## config.mk

```make
export PLATFORM = sky130hd
export DESIGN_NAME = ilv_pwm_dither
export DESIGN_NICKNAME = d
export VERILOG_FILES = /design/src/rtl/ilv_pwm_pkg.sv /design/src/rtl/ilv_jitter_gen.sv /design/src/rtl/ilv_period_calc.sv /design/src/rtl/ilv_phase_out.sv /design/src/rtl/ilv_pwm_dither.sv
export SDC_FILE = /design/constraint.sdc
export NUM_CORES = 1
export LEC_CHECK = 0
export CORE_MARGIN = 2
export CORE_UTILIZATION = 59
export CTS_CLUSTER_SIZE = 12
export DETAILED_ROUTE_END_ITERATION = 8
export PLACE_DENSITY_LB_ADDON = 0.05
export SKIP_CTS_REPAIR_TIMING = 1
export SYNTH_ARGS = -nofsm -noshare
export SYNTH_HDL_FRONTEND = slang
export SYNTH_HIERARCHICAL = 1
export SYNTH_SLANG_ARGS = --single-unit
```

## constraint.sdc

```tcl
create_clock -name clk -period 11.7 [get_ports clk]
set_input_delay 2.34 -clock clk [delete_from_list [all_inputs] [get_ports clk]]
set_output_delay 2.34 -clock clk [all_outputs]
set_load 0.005 [all_outputs]
```

## src/rtl/ilv_pwm_pkg.sv

```systemverilog
package ilv_pwm_pkg;

    // Controller state: counting or parked with outputs low
    typedef enum logic {
        ST_IDLE = 1'b0,
        ST_RUN  = 1'b1
    } run_state_e;

    // Direction of the dither sweep
    typedef enum logic {
        SWEEP_UP   = 1'b0,
        SWEEP_DOWN = 1'b1
    } sweep_dir_e;

    // Number of interleaved phases
    localparam int unsigned NUM_PHASES = 2;

endpackage

```

## src/rtl/ilv_jitter_gen.sv

```systemverilog
module ilv_jitter_gen
    import ilv_pwm_pkg::*;
#(
    parameter int unsigned FW       = 16,
    parameter int unsigned FAC_NOM  = 16384,
    parameter int unsigned FAC_MIN  = 14745,
    parameter int unsigned FAC_MAX  = 18021,
    parameter int unsigned FAC_STEP = 246
) (
    input  logic          clk,
    input  logic          rst_n,
    input  logic          park,
    input  logic          adv,
    input  logic          en,
    output logic [FW-1:0] fac_nxt,
    output logic [FW-1:0] fac
);

    localparam logic [FW-1:0] NOM_V     = FW'(FAC_NOM);
    localparam logic [FW-1:0] MIN_V     = FW'(FAC_MIN);
    localparam logic [FW-1:0] MAX_V     = FW'(FAC_MAX);
    localparam logic [FW-1:0] STEP_V    = FW'(FAC_STEP);
    localparam logic [FW-1:0] LOW_EDGE  = FW'(FAC_MIN + FAC_STEP);
    localparam logic [FW:0]   MAX_WIDE  = (FW+1)'(FAC_MAX);

    sweep_dir_e    dir_q, dir_d;
    logic [FW-1:0] fac_q, fac_d;
    logic [FW:0]   up_sum;

    assign up_sum = {1'b0, fac_q} + {1'b0, STEP_V};

    // Next-state and next-factor logic for the sweep
    always_comb begin
        fac_d = fac_q;
        dir_d = dir_q;
        if (park) begin
            fac_d = NOM_V;
            dir_d = SWEEP_UP;
        end else if (adv) begin
            if (!en) begin
                fac_d = NOM_V;
                dir_d = SWEEP_UP;
            end else begin
                unique case (dir_q)
                    SWEEP_UP: begin
                        if (up_sum >= MAX_WIDE) begin
                            fac_d = MAX_V;
                            dir_d = SWEEP_DOWN;
                        end else begin
                            fac_d = up_sum[FW-1:0];
                        end
                    end
                    SWEEP_DOWN: begin
                        if (fac_q <= LOW_EDGE) begin
                            fac_d = MIN_V;
                            dir_d = SWEEP_UP;
                        end else begin
                            fac_d = fac_q - STEP_V;
                        end
                    end
                    default: ;
                endcase
            end
        end
    end

    // State register
    always_ff @(posedge clk or negedge rst_n) begin
        if (!rst_n) begin
            dir_q <= SWEEP_UP;
            fac_q <= NOM_V;
        end else begin
            dir_q <= dir_d;
            fac_q <= fac_d;
        end
    end

    // Outputs
    always_comb begin
        fac_nxt = fac_d;
        fac     = fac_q;
    end

endmodule

```

## src/rtl/ilv_period_calc.sv

```systemverilog
module ilv_period_calc
    import ilv_pwm_pkg::*;
#(
    parameter int unsigned CNT_W   = 16,
    parameter int unsigned FW      = 16,
    parameter int unsigned FRAC_SH = 14
) (
    input  logic [CNT_W-1:0]                  base,
    input  logic [FW-1:0]                     fac,
    input  logic [NUM_PHASES-1:0][CNT_W-1:0]  duty_in,
    output logic [CNT_W:0]                    per,
    output logic [NUM_PHASES-1:0][CNT_W:0]    duty_lim,
    output logic                              per_ok
);

    localparam int unsigned PW  = CNT_W + 1;
    localparam int unsigned PRW = CNT_W + FW;

    logic [PRW-1:0] prod;

    always_comb begin
        prod   = PRW'(base) * PRW'(fac);
        per    = PW'(prod >> FRAC_SH);
        per_ok = (per >= PW'(2));
    end

    // Duty limiting, one instance of the rule per phase
    for (genvar p = 0; p < NUM_PHASES; p++) begin : g_clamp
        always_comb begin
            if ({1'b0, duty_in[p]} >= per) begin
                duty_lim[p] = per - PW'(1);
            end else begin
                duty_lim[p] = {1'b0, duty_in[p]};
            end
        end
    end

endmodule

```

## src/rtl/ilv_phase_out.sv

```systemverilog
module ilv_phase_out #(
    parameter int unsigned PW = 17
) (
    input  logic          run,
    input  logic [PW-1:0] cnt,
    input  logic [PW-1:0] duty,
    output logic          gate,
    output logic          trig
);

    logic [PW-1:0] mid;

    always_comb begin
        mid  = duty >> 1;
        gate = run && (cnt < duty);
        trig = run && (duty != '0) && (cnt == mid);
    end

endmodule

```

## src/rtl/ilv_pwm_dither.sv

```systemverilog
module ilv_pwm_dither
    import ilv_pwm_pkg::*;
#(
    parameter int unsigned CNT_W    = 16,
    parameter int unsigned FW       = 16,
    parameter int unsigned FRAC_SH  = 14,
    parameter int unsigned FAC_NOM  = 16384,
    parameter int unsigned FAC_MIN  = 14745,
    parameter int unsigned FAC_MAX  = 18021,
    parameter int unsigned FAC_STEP = 246
) (
    input  logic             clk,
    input  logic             rst_n,
    input  logic [CNT_W-1:0] base_period,
    input  logic [CNT_W-1:0] duty_a,
    input  logic [CNT_W-1:0] duty_b,
    input  logic             jitter_en,
    output logic             gate_a,
    output logic             gate_b,
    output logic             trig_a,
    output logic             trig_b
);

    localparam int unsigned PW = CNT_W + 1;

    run_state_e state_q, state_d;

    logic [PW-1:0]                    per_q;
    logic [PW-1:0]                    cnt_q;
    logic [NUM_PHASES-1:0][PW-1:0]    duty_q;
    logic [NUM_PHASES-1:0][PW-1:0]    duty_lim;
    logic [NUM_PHASES-1:0][PW-1:0]    ph_cnt;
    logic [NUM_PHASES-1:0][CNT_W-1:0] duty_in;
    logic [NUM_PHASES-1:0]            gate_v;
    logic [NUM_PHASES-1:0]            trig_v;
    logic [PW-1:0]                    per_calc;
    logic                             per_ok;
    logic [FW-1:0]                    fac_q;
    logic [FW-1:0]                    fac_nxt;
    logic                             boundary;
    logic                             load;
    logic                             park;
    logic                             running;
    logic [PW:0]                      sum_b;

    // Period boundary and load events
    always_comb begin
        running  = (state_q == ST_RUN);
        park     = (state_q == ST_IDLE);
        boundary = running && (cnt_q == per_q - PW'(1));
        load     = park || boundary;
        duty_in  = {duty_b, duty_a};
    end

    ilv_jitter_gen #(
        .FW       (FW),
        .FAC_NOM  (FAC_NOM),
        .FAC_MIN  (FAC_MIN),
        .FAC_MAX  (FAC_MAX),
        .FAC_STEP (FAC_STEP)
    ) u_jitter (
        .clk     (clk),
        .rst_n   (rst_n),
        .park    (park),
        .adv     (boundary),
        .en      (jitter_en),
        .fac_nxt (fac_nxt),
        .fac     (fac_q)
    );

    ilv_period_calc #(
        .CNT_W   (CNT_W),
        .FW      (FW),
        .FRAC_SH (FRAC_SH)
    ) u_calc (
        .base     (base_period),
        .fac      (fac_nxt),
        .duty_in  (duty_in),
        .per      (per_calc),
        .duty_lim (duty_lim),
        .per_ok   (per_ok)
    );

    // Controller next state
    always_comb begin
        state_d = state_q;
        unique case (state_q)
            ST_IDLE: if (per_ok)              state_d = ST_RUN;
            ST_RUN:  if (boundary && !per_ok) state_d = ST_IDLE;
            default: state_d = ST_IDLE;
        endcase
    end

    // State register
    always_ff @(posedge clk or negedge rst_n) begin
        if (!rst_n) begin
            state_q <= ST_IDLE;
        end else begin
            state_q <= state_d;
        end
    end

    // Counter and shadow registers
    always_ff @(posedge clk or negedge rst_n) begin
        if (!rst_n) begin
            per_q  <= '0;
            cnt_q  <= '0;
            duty_q <= '0;
        end else if (load && per_ok) begin
            per_q  <= per_calc;
            duty_q <= duty_lim;
            cnt_q  <= '0;
        end else if (running) begin
            cnt_q  <= cnt_q + PW'(1);
        end
    end

    // Phase B count, half a period ahead
    always_comb begin
        sum_b = {1'b0, cnt_q} + {1'b0, (per_q >> 1)};
        if (sum_b >= {1'b0, per_q}) begin
            sum_b = sum_b - {1'b0, per_q};
        end
        ph_cnt[0] = cnt_q;
        ph_cnt[1] = sum_b[PW-1:0];
    end

    for (genvar p = 0; p < NUM_PHASES; p++) begin : g_phase
        ilv_phase_out #(
            .PW (PW)
        ) u_phase (
            .run  (running),
            .cnt  (ph_cnt[p]),
            .duty (duty_q[p]),
            .gate (gate_v[p]),
            .trig (trig_v[p])
        );
    end

    // Outputs
    always_comb begin
        gate_a = gate_v[0];
        gate_b = gate_v[1];
        trig_a = trig_v[0];
        trig_b = trig_v[1];
    end

endmodule

```

==> impl.org <==
** Global routing
- The first global-routing pass estimated 84.2 mm of wire.
- Overall track demand over capacity in global routing :: 32.4%
- Initial antenna violation count :: 1
- Via count of the first global-routing pass :: 16100
- Maximum number of pins on one net before global-route repair :: 69
- The total overflow left after global routing is 0.

** Synth
- Number of warnings issued by yosys :: 6
- Syn avg cell area :: 8.71 sq um
- The synthesized design devotes to its leading area cell type 21.3% of total area.
- The number of nets handed over by synthesis was 2537.
- Number of synthesized register bits :: 86
- Yosys attributes the largest share of cell area to fa_1 21%, ha_1 14%, dfrtp_1 12%.
- Cell area after synthesis :: 0.0182 sq mm
- Counting flops with a built-in enable in the synthesized netlist gives 0.
- Top_reg_cell synth :: dfrtp_1
- For this run, asynchronously set or reset flops after synthesis account for 100%.
- fa_1 takes more of the synthesized area than any other cell.
- Sequential area share after synthesis :: 11.8%
- Synth cell types :: 104
- Gate count of the mapped netlist :: 2094

** Die
- Area of the placeable core :: 0.0305 sq mm
- The die covers 0.0323 sq mm.
- In this run the vertical extent of the chip is 180 microns.
- Row generation in the floorplan step produced 64 rows.
- Effective utilization at floorplan :: 59.8%
- Pin placement for this block handled 55 I/O pins.
- The floorplan step set the die width to 180 microns.

** STA
- Final period util :: 96.4%
- After layout, the worst setup slack is 0.427 ns.
- Final hold violation count :: 0
- Number of failing setup endpoints in the final timing report :: 0
- After layout, the minimum clock period comes to 11.27 ns.
- Count of pins over their slew limit :: 0
- Unrepaired setup endpoints after global routing :: yes
- Final clock skew :: 0.0154 ns
- Headroom to the max-slew limit :: 19.7%
- Static timing analysis puts the maximum clock frequency at 88.7 MHz.
- Worst Tran Pin Value :: 1.20 ns
- The tightest hold path in the finished design has a slack of 0.545 ns.

** Worst setup path
- Among the stages of the critical path, the cell type that occurs most often is fa_1.
- Standard cell with the maximum stage delay on the critical path :: or4_4
- For the worst setup path, the data required time is 11.95 ns.
- Crit path largest cell delay :: 0.61 ns
- The worst setup path is captured at a register.
- By startpoint and endpoint, the worst setup path is classified as register to register.
- Of all nets on the critical path, the largest fanout is 8.
- The worst setup path is launched from a register.
- Data on the critical path arrives at its endpoint at 11.52 ns.

** Power
- For this design the ratio of total power to cell area is 94.0 mW/mm^2.
- For this design the static power due to leakage is 10.2 nW.
- IR Drop Worst-Case VDD :: 0.0958 mV
- After layout, the design draws a total of 1.95 mW.

** Layout
- Final core utilization :: 68.1%
- Final net count :: 2690
- After routing the design area is 0.0208 sq mm.
- From synthesis to final layout, the design area changed by 13.9%.
- In the final layout, the share of cells above drive strength 1 is 13.9%.

** Drt
- Before antenna repair, the detailed router went through 7 iterations.
- Number of DRC violations after detailed routing :: 0
- Via count :: 15700
- Dividing the detail-routed wire length by the instance count gives 19.3 microns.
- In the routed layout, each cell is associated on average with a via count of 5.92.
- Iter 0 DRT Violations :: 1163
- Antenna-violating nets left :: 0
- Sum of routed wire length over all layers :: 51.1 mm

** Placed design
- During placement, the flow inserted port buffers numbering 54.
- Setup slack at placement :: -0.329 ns
- Detailed placer's ending HPWL :: 41.7 mm
- After detailed placement, the total cell area comes to 0.0202 sq mm.
- Routability-driven placement finished with a final weighted congestion of 0.957.

** Clock network
- Clock transition at path regs :: 0.08 ns
- Clk sink count :: 86
- # H-tree levels :: 3
- The tree is rooted in a clkbuf_16.
- At the later pin of the worst-skew pair, clock insertion delay measures 0.36 ns.
- Num CTS Buffers :: 9
- The clock passes through at most 2 buffers.
- Clock tree from TritonCTS :: yes

** Run
- The tool flagged a number of max-cap violations equal to 0.

** Worst hold path
- In this run the worst hold path is classified as register to register.

** Status
- The flow ran to the end, and the final reports show no timing, DRC or antenna violations.
-- power by group --
| group | switching, mW | internal (mW) | total (mW) | leakage (nW) |
|---|---|---|---|---|
| combinational | 0.696 | 0.561 | 1.26 | 9.01 |
| clock | 0.137 | 0.169 | 0.305 | 0.144 |
| sequential | 0.0614 | 0.327 | 0.389 | 1.04 |
-- critical path, delay by kind of cell (launching register included) --
family                     cells  cell delay (ns)
muxes                          2             0.63
and+or+nand+nor               12             2.80
buffers and inverters          9             1.16
adders and majority gates      8             3.70
DFF                            1             0.49
AOI/OAI and AO/OA             11             2.36
-- through the flow --
stage | setup TNS (ns) | instances
after floorplan | 0 | 2094
after global placement | -5.48 | 2623
after detailed placement | -8.16 | 2623
after CTS | -0.304 | 2639
after global routing | -0.462 | 2648
final | 0 | 2649
-- cells in the mapped netlist (5+ instances only) --
cell and number:
a211o_1 5, a211oi_1 14, a21o_1 32, a21oi_1 79, a31oi_1 14, and2_1 121, and3_1 15, buf_2 12
buf_6 7, clkbuf_1 54, clkbuf_8 5, dfrtp_1 85, fa_1 194, ha_1 198, inv_1 326, mux2_1 60
mux2_2 29, mux2_4 7, mux2i_1 8, nand2_1 204, nand2b_1 12, nand3_1 47, nand3b_1 8, nand4_1 28
nor2_1 98, nor2b_1 17, nor3_1 32, nor4_1 21, o211a_1 6, o211ai_1 10, o21a_1 10, o21ai_0 50
o21bai_1 6, o221ai_1 6, o31ai_1 6, or2_2 7, or3_1 10, or4_1 7, xnor2_1 71, xor2_1 62
-- kinds of logic (layout without fill, tap and decap cells) --
group / Yosys count / after routing / share of synthesized area [%]
simple gates: 654 / 654 / 18.4
flops: 86 / 86 / 11.8
buf+inv: 407 / 565 / 9.10
fa+ha+maj: 392 / 392 / 34.9
mux: 105 / 105 / 6.59
xor+xnor: 134 / 134 / 6.51
compound gates: 316 / 316 / 12.7
other cells: 0 / 1 / 0
-- path summary, 6_finish.rpt --
| check | depth (start not counted) | slack, ns | startpoint | end |
|---|---|---|---|---|
| setup / recovery | 42 | 0.43 | per_q[3] | duty_q[19] |
| hold / removal | 1 | 0.55 | duty_q[0] | duty_q[0] |
| setup reg to reg | 42 | 0.43 | per_q[3] | duty_q[19] |
| hold reg to reg | 1 | 0.55 | duty_q[0] | duty_q[0] |
| max in group asynchronous | 2 | 8.64 | rst_n | per_q[3] |
| min in group asynchronous | 1 | 1.84 | rst_n | u_jitter/fac[11] |
-- layout make-up --
cell class	count	area, sq um
Multi-Input combinational cell	1601	14700
Fill cell	2580	9740
Sequential cell	86	2160
Timing Repair Buffer	223	1930
Inverter	326	1220
Tap cell	396	495
Clock buffer	9	225
Clock inverter	7	82.6
Antenna cell	1	2.50
-- cells in the final DEF (no fill, tap or decap), types with 7 or more instances in the layout --
cell type        instances
mux2i_1                  8
a211oi_1                 9
inv_1                  325
mux2_2                  29
a31oi_1                 13
or3_1                    9
o21ai_0                 46
or2_2                    7
xor2_1                  62
clkdlybuf4s50_1         52
a21oi_1                 72
ha_1                   193
and3_1                  14
mux2_4                   7
clkbuf_16                9
xnor2_1                 71
nand3b_1                 8
and2_1                 121
nor2_1                  92
dfrtp_1                 82
nand3_1                 46
nand4_1                 28
nor3_1                  32
nand2b_1                12
mux2_1                  60
nand2_1                202
buf_12                   9
fa_1                   193
a21oi_2                  8
nor4_1                  21
or4_1                    7
a21o_1                  32
o211ai_1                10
buf_4                  158
o21a_1                  10
nor2b_1                 17
o21ai_1                  7
-- layer usage --
metal | wire length (microns) | up-vias | global-route usage (%)
li1 | - | 7324 | -
met1 | 22600 | 7744 | 45.5
met2 | 24000 | 522 | 53.1
met3 | 3150 | 86 | 3.71
met4 | 1360 | 0 | 9.20
met5 | 0 | - | 0
-- flip-flops by register name, summed over array words and instances, names as in the netlist --
name,count
duty_q,34
cnt_q,17
per_q,17
u_jitter/fac,16
running,1
u_jitter/dir_q,1
(Power assumes the default switching activity.)
